## config.mk

```make
export PLATFORM = sky130hd
export DESIGN_NAME = exc_entry_ctrl
export DESIGN_NICKNAME = d
export VERILOG_FILES = /design/src/rtl/exc_pkg.sv /design/src/rtl/exc_arbiter.sv /design/src/rtl/exc_vector_map.sv /design/src/rtl/exc_entry_regs.sv /design/src/rtl/exc_entry_ctrl.sv
export SDC_FILE = /design/constraint.sdc
export NUM_CORES = 1
export LEC_CHECK = 0
export ABC_AREA = 1
export BUFFER_PORTS_ARGS = -buffer_cell sky130_fd_sc_hd__buf_2
export CAP_MARGIN = 20
export CELL_PAD_IN_SITES_DETAIL_PLACEMENT = 1
export CELL_PAD_IN_SITES_GLOBAL_PLACEMENT = 2
export CORE_MARGIN = 2
export CORE_UTILIZATION = 23
export CTS_BUF_LIST = sky130_fd_sc_hd__clkbuf_8
export DETAILED_ROUTE_END_ITERATION = 12
export PLACE_DENSITY = 0.91
export SLEW_MARGIN = 25
export SYNTH_ARGS = -nofsm -noshare
export SYNTH_HDL_FRONTEND = slang
export SYNTH_SLANG_ARGS = --single-unit
```

## constraint.sdc

```tcl
create_clock -name clk -period 1.3 [get_ports clk]
set_input_delay 0 -clock clk [delete_from_list [all_inputs] [get_ports clk]]
set_output_delay 0 -clock clk [all_outputs]
set_load 0.01 [all_outputs]
```

## src/rtl/exc_pkg.sv

```systemverilog
// Package: shared encodings and per-source constants for exception entry.
// Assumes a 32-bit status word with mode in [4:0], T in 5, F in 6, I in 7.
package exc_pkg;

    localparam int unsigned NUM_SRC = 7;
    localparam int unsigned PSR_W   = 32;
    localparam int unsigned MODE_W  = 5;
    localparam int unsigned OFS_W   = 8;

    // Source index in the request vector
    localparam int unsigned SRC_RESET = 0;
    localparam int unsigned SRC_UNDEF = 1;
    localparam int unsigned SRC_SWI   = 2;
    localparam int unsigned SRC_PABT  = 3;
    localparam int unsigned SRC_DABT  = 4;
    localparam int unsigned SRC_IRQ   = 5;
    localparam int unsigned SRC_FIQ   = 6;

    localparam int unsigned PSR_T = 5;
    localparam int unsigned PSR_F = 6;
    localparam int unsigned PSR_I = 7;

    localparam logic [MODE_W-1:0] MODE_USR = 5'h10;
    localparam logic [MODE_W-1:0] MODE_FIQ = 5'h11;
    localparam logic [MODE_W-1:0] MODE_IRQ = 5'h12;
    localparam logic [MODE_W-1:0] MODE_SVC = 5'h13;
    localparam logic [MODE_W-1:0] MODE_ABT = 5'h17;
    localparam logic [MODE_W-1:0] MODE_UND = 5'h1B;

    // Rank of a source: 0 is served first
    function automatic int unsigned src_rank(input int unsigned s);
        case (s)
            SRC_RESET: return 0;
            SRC_DABT:  return 1;
            SRC_FIQ:   return 2;
            SRC_IRQ:   return 3;
            SRC_PABT:  return 4;
            SRC_UNDEF: return 5;
            default:   return 6;
        endcase
    endfunction

    // Set of sources that outrank source s
    function automatic logic [NUM_SRC-1:0] higher_mask(input int unsigned s);
        logic [NUM_SRC-1:0] m;
        m = '0;
        for (int unsigned j = 0; j < NUM_SRC; j++) begin
            if (src_rank(j) < src_rank(s)) m[j] = 1'b1;
        end
        return m;
    endfunction

    // Vector offset: 4 bytes per source, slot 0x14 skipped
    function automatic logic [OFS_W-1:0] vec_offset(input int unsigned s);
        int unsigned o;
        o = (s < SRC_IRQ) ? s * 4 : s * 4 + 4;
        return OFS_W'(o);
    endfunction

    function automatic logic [MODE_W-1:0] src_mode(input int unsigned s);
        case (s)
            SRC_RESET, SRC_SWI: return MODE_SVC;
            SRC_UNDEF:          return MODE_UND;
            SRC_PABT, SRC_DABT: return MODE_ABT;
            SRC_IRQ:            return MODE_IRQ;
            default:            return MODE_FIQ;
        endcase
    endfunction

    function automatic logic src_sets_f(input int unsigned s);
        return (s == SRC_RESET) || (s == SRC_FIQ);
    endfunction

endpackage

```

## src/rtl/exc_arbiter.sv

```systemverilog
// Module: fixed-priority arbiter over the effective exception requests.
// Assumes requests are already masked; produces a one-hot or empty grant.
module exc_arbiter
    import exc_pkg::*;
(
    input  logic [NUM_SRC-1:0] req_i,
    output logic [NUM_SRC-1:0] grant_o
);

    // One grant term per source: granted when no outranking source requests
    for (genvar g = 0; g < NUM_SRC; g++) begin : g_src
        localparam logic [NUM_SRC-1:0] OUTRANK = higher_mask(g);
        assign grant_o[g] = req_i[g] & ~|(req_i & OUTRANK);
    end

endmodule

```

## src/rtl/exc_vector_map.sv

```systemverilog
// Module: turns a one-hot grant into vector, mode and new status word.
// Assumes grant_i is one-hot or zero; output is meaningless when zero.
module exc_vector_map
    import exc_pkg::*;
#(
    parameter int unsigned       ADDR_W   = 32,
    parameter logic [ADDR_W-1:0] VEC_BASE = '0
) (
    input  logic [NUM_SRC-1:0] grant_i,
    input  logic [PSR_W-1:0]   cur_psr_i,
    output logic [ADDR_W-1:0]  vec_o,
    output logic [MODE_W-1:0]  mode_o,
    output logic [PSR_W-1:0]   new_psr_o
);

    logic [OFS_W-1:0] ofs;
    logic             set_f;

    // Merge the per-source constants of the granted source
    always_comb begin
        ofs    = '0;
        mode_o = '0;
        set_f  = 1'b0;
        for (int unsigned i = 0; i < NUM_SRC; i++) begin
            if (grant_i[i]) begin
                ofs    = ofs | vec_offset(i);
                mode_o = mode_o | src_mode(i);
                set_f  = set_f | src_sets_f(i);
            end
        end
    end

    assign vec_o = VEC_BASE + ADDR_W'(ofs);

    // Build the post-entry status word from the current one
    always_comb begin
        new_psr_o               = cur_psr_i;
        new_psr_o[MODE_W-1:0]   = mode_o;
        new_psr_o[PSR_T]        = 1'b0;
        new_psr_o[PSR_I]        = 1'b1;
        new_psr_o[PSR_F]        = cur_psr_i[PSR_F] | set_f;
    end

endmodule

```

## src/rtl/exc_entry_regs.sv

```systemverilog
// Module: output registers holding the one-cycle entry update.
// Assumes take_i qualifies all data inputs; idle cycles drive zeros.
module exc_entry_regs
    import exc_pkg::*;
#(
    parameter int unsigned ADDR_W = 32
) (
    input  logic               clk,
    input  logic               rst_n,
    input  logic               take_i,
    input  logic [ADDR_W-1:0]  vec_i,
    input  logic [ADDR_W-1:0]  link_i,
    input  logic [PSR_W-1:0]   old_psr_i,
    input  logic [PSR_W-1:0]   new_psr_i,
    input  logic [MODE_W-1:0]  mode_i,
    output logic               valid_o,
    output logic [ADDR_W-1:0]  next_pc_o,
    output logic [ADDR_W-1:0]  link_o,
    output logic               spsr_we_o,
    output logic [PSR_W-1:0]   spsr_data_o,
    output logic [MODE_W-1:0]  mode_o,
    output logic [PSR_W-1:0]   new_psr_o,
    output logic               mask_irq_o,
    output logic               mask_fiq_o
);

    // Capture the entry update, or clear everything when idle or in reset
    always_ff @(posedge clk) begin
        if (!rst_n || !take_i) begin
            valid_o     <= 1'b0;
            next_pc_o   <= '0;
            link_o      <= '0;
            spsr_we_o   <= 1'b0;
            spsr_data_o <= '0;
            mode_o      <= '0;
            new_psr_o   <= '0;
            mask_irq_o  <= 1'b0;
            mask_fiq_o  <= 1'b0;
        end else begin
            valid_o     <= 1'b1;
            next_pc_o   <= vec_i;
            link_o      <= link_i;
            spsr_we_o   <= 1'b1;
            spsr_data_o <= old_psr_i;
            mode_o      <= mode_i;
            new_psr_o   <= new_psr_i;
            mask_irq_o  <= new_psr_i[PSR_I];
            mask_fiq_o  <= new_psr_i[PSR_F];
        end
    end

    assert_idle_zero_R10: assert property (@(posedge clk) disable iff (!rst_n)
        !valid_o |-> (next_pc_o == '0 && !spsr_we_o && !mask_irq_o && !mask_fiq_o));

endmodule

```

## src/rtl/exc_entry_ctrl.sv

```systemverilog
// Module: top of the exception entry controller. Masks interrupt requests,
// arbitrates, maps the winner and registers the entry update one cycle later.
// Assumes cur_pc and cur_psr are valid in the cycle the requests are sampled.
module exc_entry_ctrl
    import exc_pkg::*;
#(
    parameter int unsigned       ADDR_W   = 32,
    parameter logic [ADDR_W-1:0] VEC_BASE = '0,
    parameter logic [ADDR_W-1:0] LINK_OFS = ADDR_W'(4)
) (
    input  logic              clk,
    input  logic              rst_n,
    input  logic              req_reset,
    input  logic              req_undef,
    input  logic              req_swi,
    input  logic              req_pabt,
    input  logic              req_dabt,
    input  logic              req_irq,
    input  logic              req_fiq,
    input  logic [ADDR_W-1:0] cur_pc,
    input  logic [31:0]       cur_psr,
    output logic              entry_valid,
    output logic [ADDR_W-1:0] next_pc,
    output logic [ADDR_W-1:0] link_val,
    output logic              spsr_we,
    output logic [31:0]       spsr_data,
    output logic [4:0]        new_mode,
    output logic [31:0]       new_cpsr,
    output logic              mask_irq,
    output logic              mask_fiq
);

    logic [NUM_SRC-1:0] eff_req;
    logic [NUM_SRC-1:0] grant;
    logic [ADDR_W-1:0]  vec;
    logic [MODE_W-1:0]  mode;
    logic [PSR_W-1:0]   psr_after;

    // Gather requests, dropping interrupts the status word disables
    always_comb begin
        eff_req            = '0;
        eff_req[SRC_RESET] = req_reset;
        eff_req[SRC_UNDEF] = req_undef;
        eff_req[SRC_SWI]   = req_swi;
        eff_req[SRC_PABT]  = req_pabt;
        eff_req[SRC_DABT]  = req_dabt;
        eff_req[SRC_IRQ]   = req_irq & ~cur_psr[PSR_I];
        eff_req[SRC_FIQ]   = req_fiq & ~cur_psr[PSR_F];
    end

    exc_arbiter i_arb (
        .req_i   (eff_req),
        .grant_o (grant)
    );

    exc_vector_map #(
        .ADDR_W   (ADDR_W),
        .VEC_BASE (VEC_BASE)
    ) i_map (
        .grant_i   (grant),
        .cur_psr_i (cur_psr),
        .vec_o     (vec),
        .mode_o    (mode),
        .new_psr_o (psr_after)
    );

    exc_entry_regs #(
        .ADDR_W (ADDR_W)
    ) i_regs (
        .clk         (clk),
        .rst_n       (rst_n),
        .take_i      (|grant),
        .vec_i       (vec),
        .link_i      (cur_pc + LINK_OFS),
        .old_psr_i   (cur_psr),
        .new_psr_i   (psr_after),
        .mode_i      (mode),
        .valid_o     (entry_valid),
        .next_pc_o   (next_pc),
        .link_o      (link_val),
        .spsr_we_o   (spsr_we),
        .spsr_data_o (spsr_data),
        .mode_o      (new_mode),
        .new_psr_o   (new_cpsr),
        .mask_irq_o  (mask_irq),
        .mask_fiq_o  (mask_fiq)
    );

    assert_grant_onehot_R2: assert property (@(posedge clk) disable iff (!rst_n)
        $onehot0(grant) && ((|grant) == (|eff_req)));

    assert_vec_reserved_R3: assert property (@(posedge clk) disable iff (!rst_n)
        entry_valid |-> (next_pc != VEC_BASE + ADDR_W'(8'h14)));

    assert_link_R5: assert property (@(posedge clk) disable iff (!rst_n)
        entry_valid |-> (link_val == $past(cur_pc) + LINK_OFS));

    assert_spsr_copy_R6: assert property (@(posedge clk) disable iff (!rst_n)
        entry_valid |-> (spsr_we && spsr_data == $past(cur_psr)));

    assert_irq_masked_R7: assert property (@(posedge clk) disable iff (!rst_n)
        entry_valid |-> (mask_irq && !new_cpsr[PSR_T] && new_cpsr[4:0] == new_mode));

    assert_irq_ignored_R8: assert property (@(posedge clk) disable iff (!rst_n)
        (req_irq && cur_psr[PSR_I] && !req_reset && !req_undef && !req_swi
         && !req_pabt && !req_dabt && !req_fiq) |=> !entry_valid);

    assert_undef_wins_R9: assert property (@(posedge clk) disable iff (!rst_n)
        (req_undef && req_swi && !req_reset && !req_pabt && !req_dabt
         && !(req_irq && !cur_psr[PSR_I]) && !(req_fiq && !cur_psr[PSR_F]))
        |=> (new_mode == MODE_UND));

endmodule

```

After elaboration in Yosys (flattened, before gate mapping):

Cells that the tools add are included.

* add/subtract/negate cells: 1
* mux-type cells: 23
* bitwise gates (word level): 17
* reduce and logical (&&, ||, !) cells: 15

Operator list (number)
* 5-bit 2-to-1 mux: 16
* 32-bit by 3-bit adder with 32-bit output, second input constant: 1
* 5-bit OR: 6
* 1-bit AND: 8
* 1-bit logical NOT: 8
* 4-bit 2-to-1 mux: 2
* 8-bit 2-to-1 mux: 1
* 7-bit OR reduction: 1
* 6-bit OR reduction: 1
* 5-bit OR reduction: 1
* 4-bit OR reduction: 1
* 1-bit 2-to-1 mux: 3
* 3-bit 2-to-1 mux: 1
* 3-bit OR reduction: 1
* 1-bit inverter: 2
* 2-bit OR reduction: 1
* 1-bit logical OR: 1
* 1-bit OR: 1

* register bits: 135
* input bits: 73
* output and inout bits: 137
* word-level logic and storage cells: 65

Depth between registers and ports, before layout:

* word-level depth: 19
* depth in mapped cells: 10
* gate-level depth less buffers: 10

Cells and area by module:

From an unflattened synthesis, not the netlist that was laid out.

* cell total of the unflattened synthesis: 702
* area total of the unflattened synthesis: 5393.9 sq um

Modules (own cells, without submodules)
* exc_entry_regs: instances 1, cells an instance 419, area an instance 3827.4 sq um, seq. area each 2682.6 sq um
* exc_entry_ctrl: instances 1, cells an instance 181, area an instance 930.9 sq um, seq. area each 0.0 sq um
* exc_vector_map: instances 1, cells an instance 84, area an instance 556.8 sq um, seq. area each 0.0 sq um
* exc_arbiter: instances 1, cells an instance 18, area an instance 78.8 sq um, seq. area each 0.0 sq um

Least setup slack after synthesis:

OpenSTA, ideal clock, no wires.

* path type: input -> register
* start point: input cur_pc[2]
* end point: register i_regs.link_o[16]
* library setup time: 64 ps
* arrival: 962 ps
* data required time: 1236 ps
* path slack: 274 ps
* stages on the path: 7
* buffers on the path: 0
* cell sequence: ha_1 -> nand3_1 -> nor2_1 -> nand3_1 -> xnor2_1 -> inv_1 -> nor2_1

* longest elaborated chain between the ends: 1

Ends and longest elaborated chain
* from (decl): line exc_entry_ctrl.sv:20 `input logic [ADDR_W-1:0] cur_pc,`
* 32-bit by 3-bit adder with 32-bit output: line exc_entry_ctrl.sv:74 `.link_i (cur_pc + LINK_OFS),`
* to (signal assigned): line exc_entry_regs.sv:42 `link_o <= link_i;`
* to (decl): line exc_entry_regs.sv:18 `output logic [ADDR_W-1:0] link_o,`

No other way between the ends.
A chain may end at the register's enable or synchronous reset.

Worst setup path after layout:

* start point: input cur_pc[15]
* end point: register i_regs.link_o[25]

The elaborated chain is that of the path after synthesis.

==> reports/results.txt <==
Status = completed
Critical Path Most Common Cell = nand2_1
Worst endpoint required time = 1.57 ns
Setup-failing EPs final = 0
Syn Std Cell Area = 3540 sq um
Starting Density = 23.4%
Peak supply drop = 0.420 mV
GPL Wtd Cong = 0.769
Ant. Diodes = 0
Hold Crit Class = in -> reg
Die area = 16400 sq um
P_leak = 2.84 nW
Multi-input logic area = 1400 sq um
Total grt overflow = 0
Crit path time final = 1.25 ns
DP HPWL = 9.00 mm
Area delta synth->final = 49.1%
Chip width = 128 um
Psw = 1.66 mW
Final Cell Area = 5280 sq um
Final Hold Viols = 0
Synthesized area per cell = 7.38 sq um
CTS H-tree depth = 3
Reg clk slew, reported paths = 0.09 ns
Worst path cell trace = dlygate4sd3_1 -> buf_2 -> nand2_1 -> nor2_2 -> nand2_1 -> nor2_1 -> nand2_1 -> nand2_1 -> nand2_1 -> inv_1 -> nor2_4
RSZ-0062 raised after global routing = yes
DRT Pass-1 Iters = 4
Layout cells sized above 1 = 33.6%
IO Port Bufs = 179
Number of synthesized flops with an enable pin = 0
Top post-synthesis cells by area = dfxtp_1, buf_4, nor2_1, nand2_1, inv_1
Pre-CTS setup slack = -0.0213 ns
Die H = 128 um
Post-Route WL = 12.2 mm
Critical Path AT = 1.52 ns
CTS max path bufs = 2
Fill count = 1918
Crit-path max FO = 4
Max-slew violations = 0
Hold slack = 0.0130 ns
Largest net degree at the start of global routing = 27
Fin nets = 784
Mapped Cells = 480
Total GRT Usage = 14.9%
Final period util = 96.4%
Post-route ant nets = 0
Initial DRC count = 110
Count leader, synth = nor2_1
Sw Share = 30.4%
Vias = 3536
Synth warnings = 0
Critical path class = in -> reg
CORE AREA = 15100 sq um
Reg power frac = 44.9%
Cell taking the most area after synthesis = dfxtp_1
Ys async rst share = 0%
Routed WL per cell = 13.5 um
Max-cap violations = 0
Internal cell power = 3.81 mW
Post-CTS Setup Bufs = 0
Area after DPL = 4360 sq um
Critical-path top delay cell = dlygate4sd3_1
Initial antenna violation count = 2
Vias in the first global route = 3685
Critical path capture point type = flip-flop
Final WS setup = 0.0469 ns
Pwr/cell area = 1040 nW/um^2
Register Area = 1480 sq um
Seq cells post-synth = 74
Root Driver = clkbuf_8
Residual DRC count = 0
CTS sink cnt = 74
Netlist cell types = 22
Combinational power share = 19.4%
Synth top cells by count = nor2_1, nand2_1, dfxtp_1, inv_1, buf_4
Rows = 45
Sequential fraction of the synthesis area = 41.8%
CTS tree = yes
Final core utilization = 34.9%
Max frequency = 0.798 GHz
Pwr Total = 5.47 mW
Synth top area share = 41.8%
Wire length of the first global-routing pass = 18.6 mm
Startpoint class of the critical path = primary input
Top FF cell, synth = dfxtp_1
Crit path largest cell delay = 0.53 ns
# IOs = 210
Clock share of power = 35.7%
Num CTS Buffers = 9
Via density = 3.92
## state kept, by name, indices dropped and copies added (netlist names)
register and cells:
i_regs.next_pc_o 3, i_regs.link_o 32, i_regs.spsr_data_o 8, i_regs.new_psr_o 31
## metrics by stage
stage,setup TNS (ns),std cells
2_1_floorplan,0,509
3_3_place_gp,0,821
3_5_place_dp,-0.177,821
4_1_cts,0,904
5_1_grt,-0.319,903
6_report,0,903
## layer usage
layer | track usage [%] | wire [um]
met3 | 4.80 | 975
met4 | 6.40 | 285
met1 | 15.2 | 4750
met2 | 28.0 | 6140
met5 | 0 | 13
## cells by family (layout without fill, tap and decap cells)
group	after synthesis	in the layout	synth area share (%)
and+or+nand+nor	248	248	30.7
buffers and inverters	139	345	23.0
DFF	74	74	41.8
xor gates and xnor gates	15	15	3.71
AOI/OAI and AO/OA	2	2	0.282
adders and majority gates	1	1	0.353
other	1	30	0.106
## path summary, 6_finish.rpt
kind	from	cells past startpoint	endpoint	slack, ns
hold / removal	cur_pc[28]	5	i_regs.link_o[28]	0.01
setup / recovery	cur_pc[15]	11	i_regs.link_o[25]	0.05
## power by group through the flow
stage	registers, mW	logic, mW	clock network, mW
floorplan	2.58	0.533	0
global placement	2.51	0.879	0
detailed placement	2.51	0.890	0
CTS	2.46	1.05	2.04
global route	2.47	1.17	2.13
finish	2.46	1.06	1.95
## cell usage in the layout, fill, tap and decap left out, types with 10 or more instances in the layout
master         synthesis  final
nor2_1               116    103
dfxtp_1               74     74
inv_1                 69     69
nor2_2                 3     14
nand2_1               92     89
nor2_4                 9     11
buf_4                 63     13
nand3b_1              10     10
buf_2                  0    179
conb_1                 1     30
dlygate4sd3_1          0     66
## critical path, delay by kind of cell
kind,cells,cell delay (ns)
simple gates,8,0.74
buf+inv,3,0.76
## layout make-up
class | count | area share (%)
timing repair buffer | 260 | 32.1
sequential | 74 | 28.1
clock inverter | 7 | 1.56
tap | 188 | 4.45
inverter | 69 | 4.91
clock buffer | 9 | 2.35
multi-input combinational | 296 | 26.6
## repair_timing
action,4_1_cts,5_1_grt
endpoints found under the setup margin,0,13
hold buffers,67,0
hold endpoints to repair,65,0
gates resized for setup,0,18
Power figures use the tool's default switching activity.
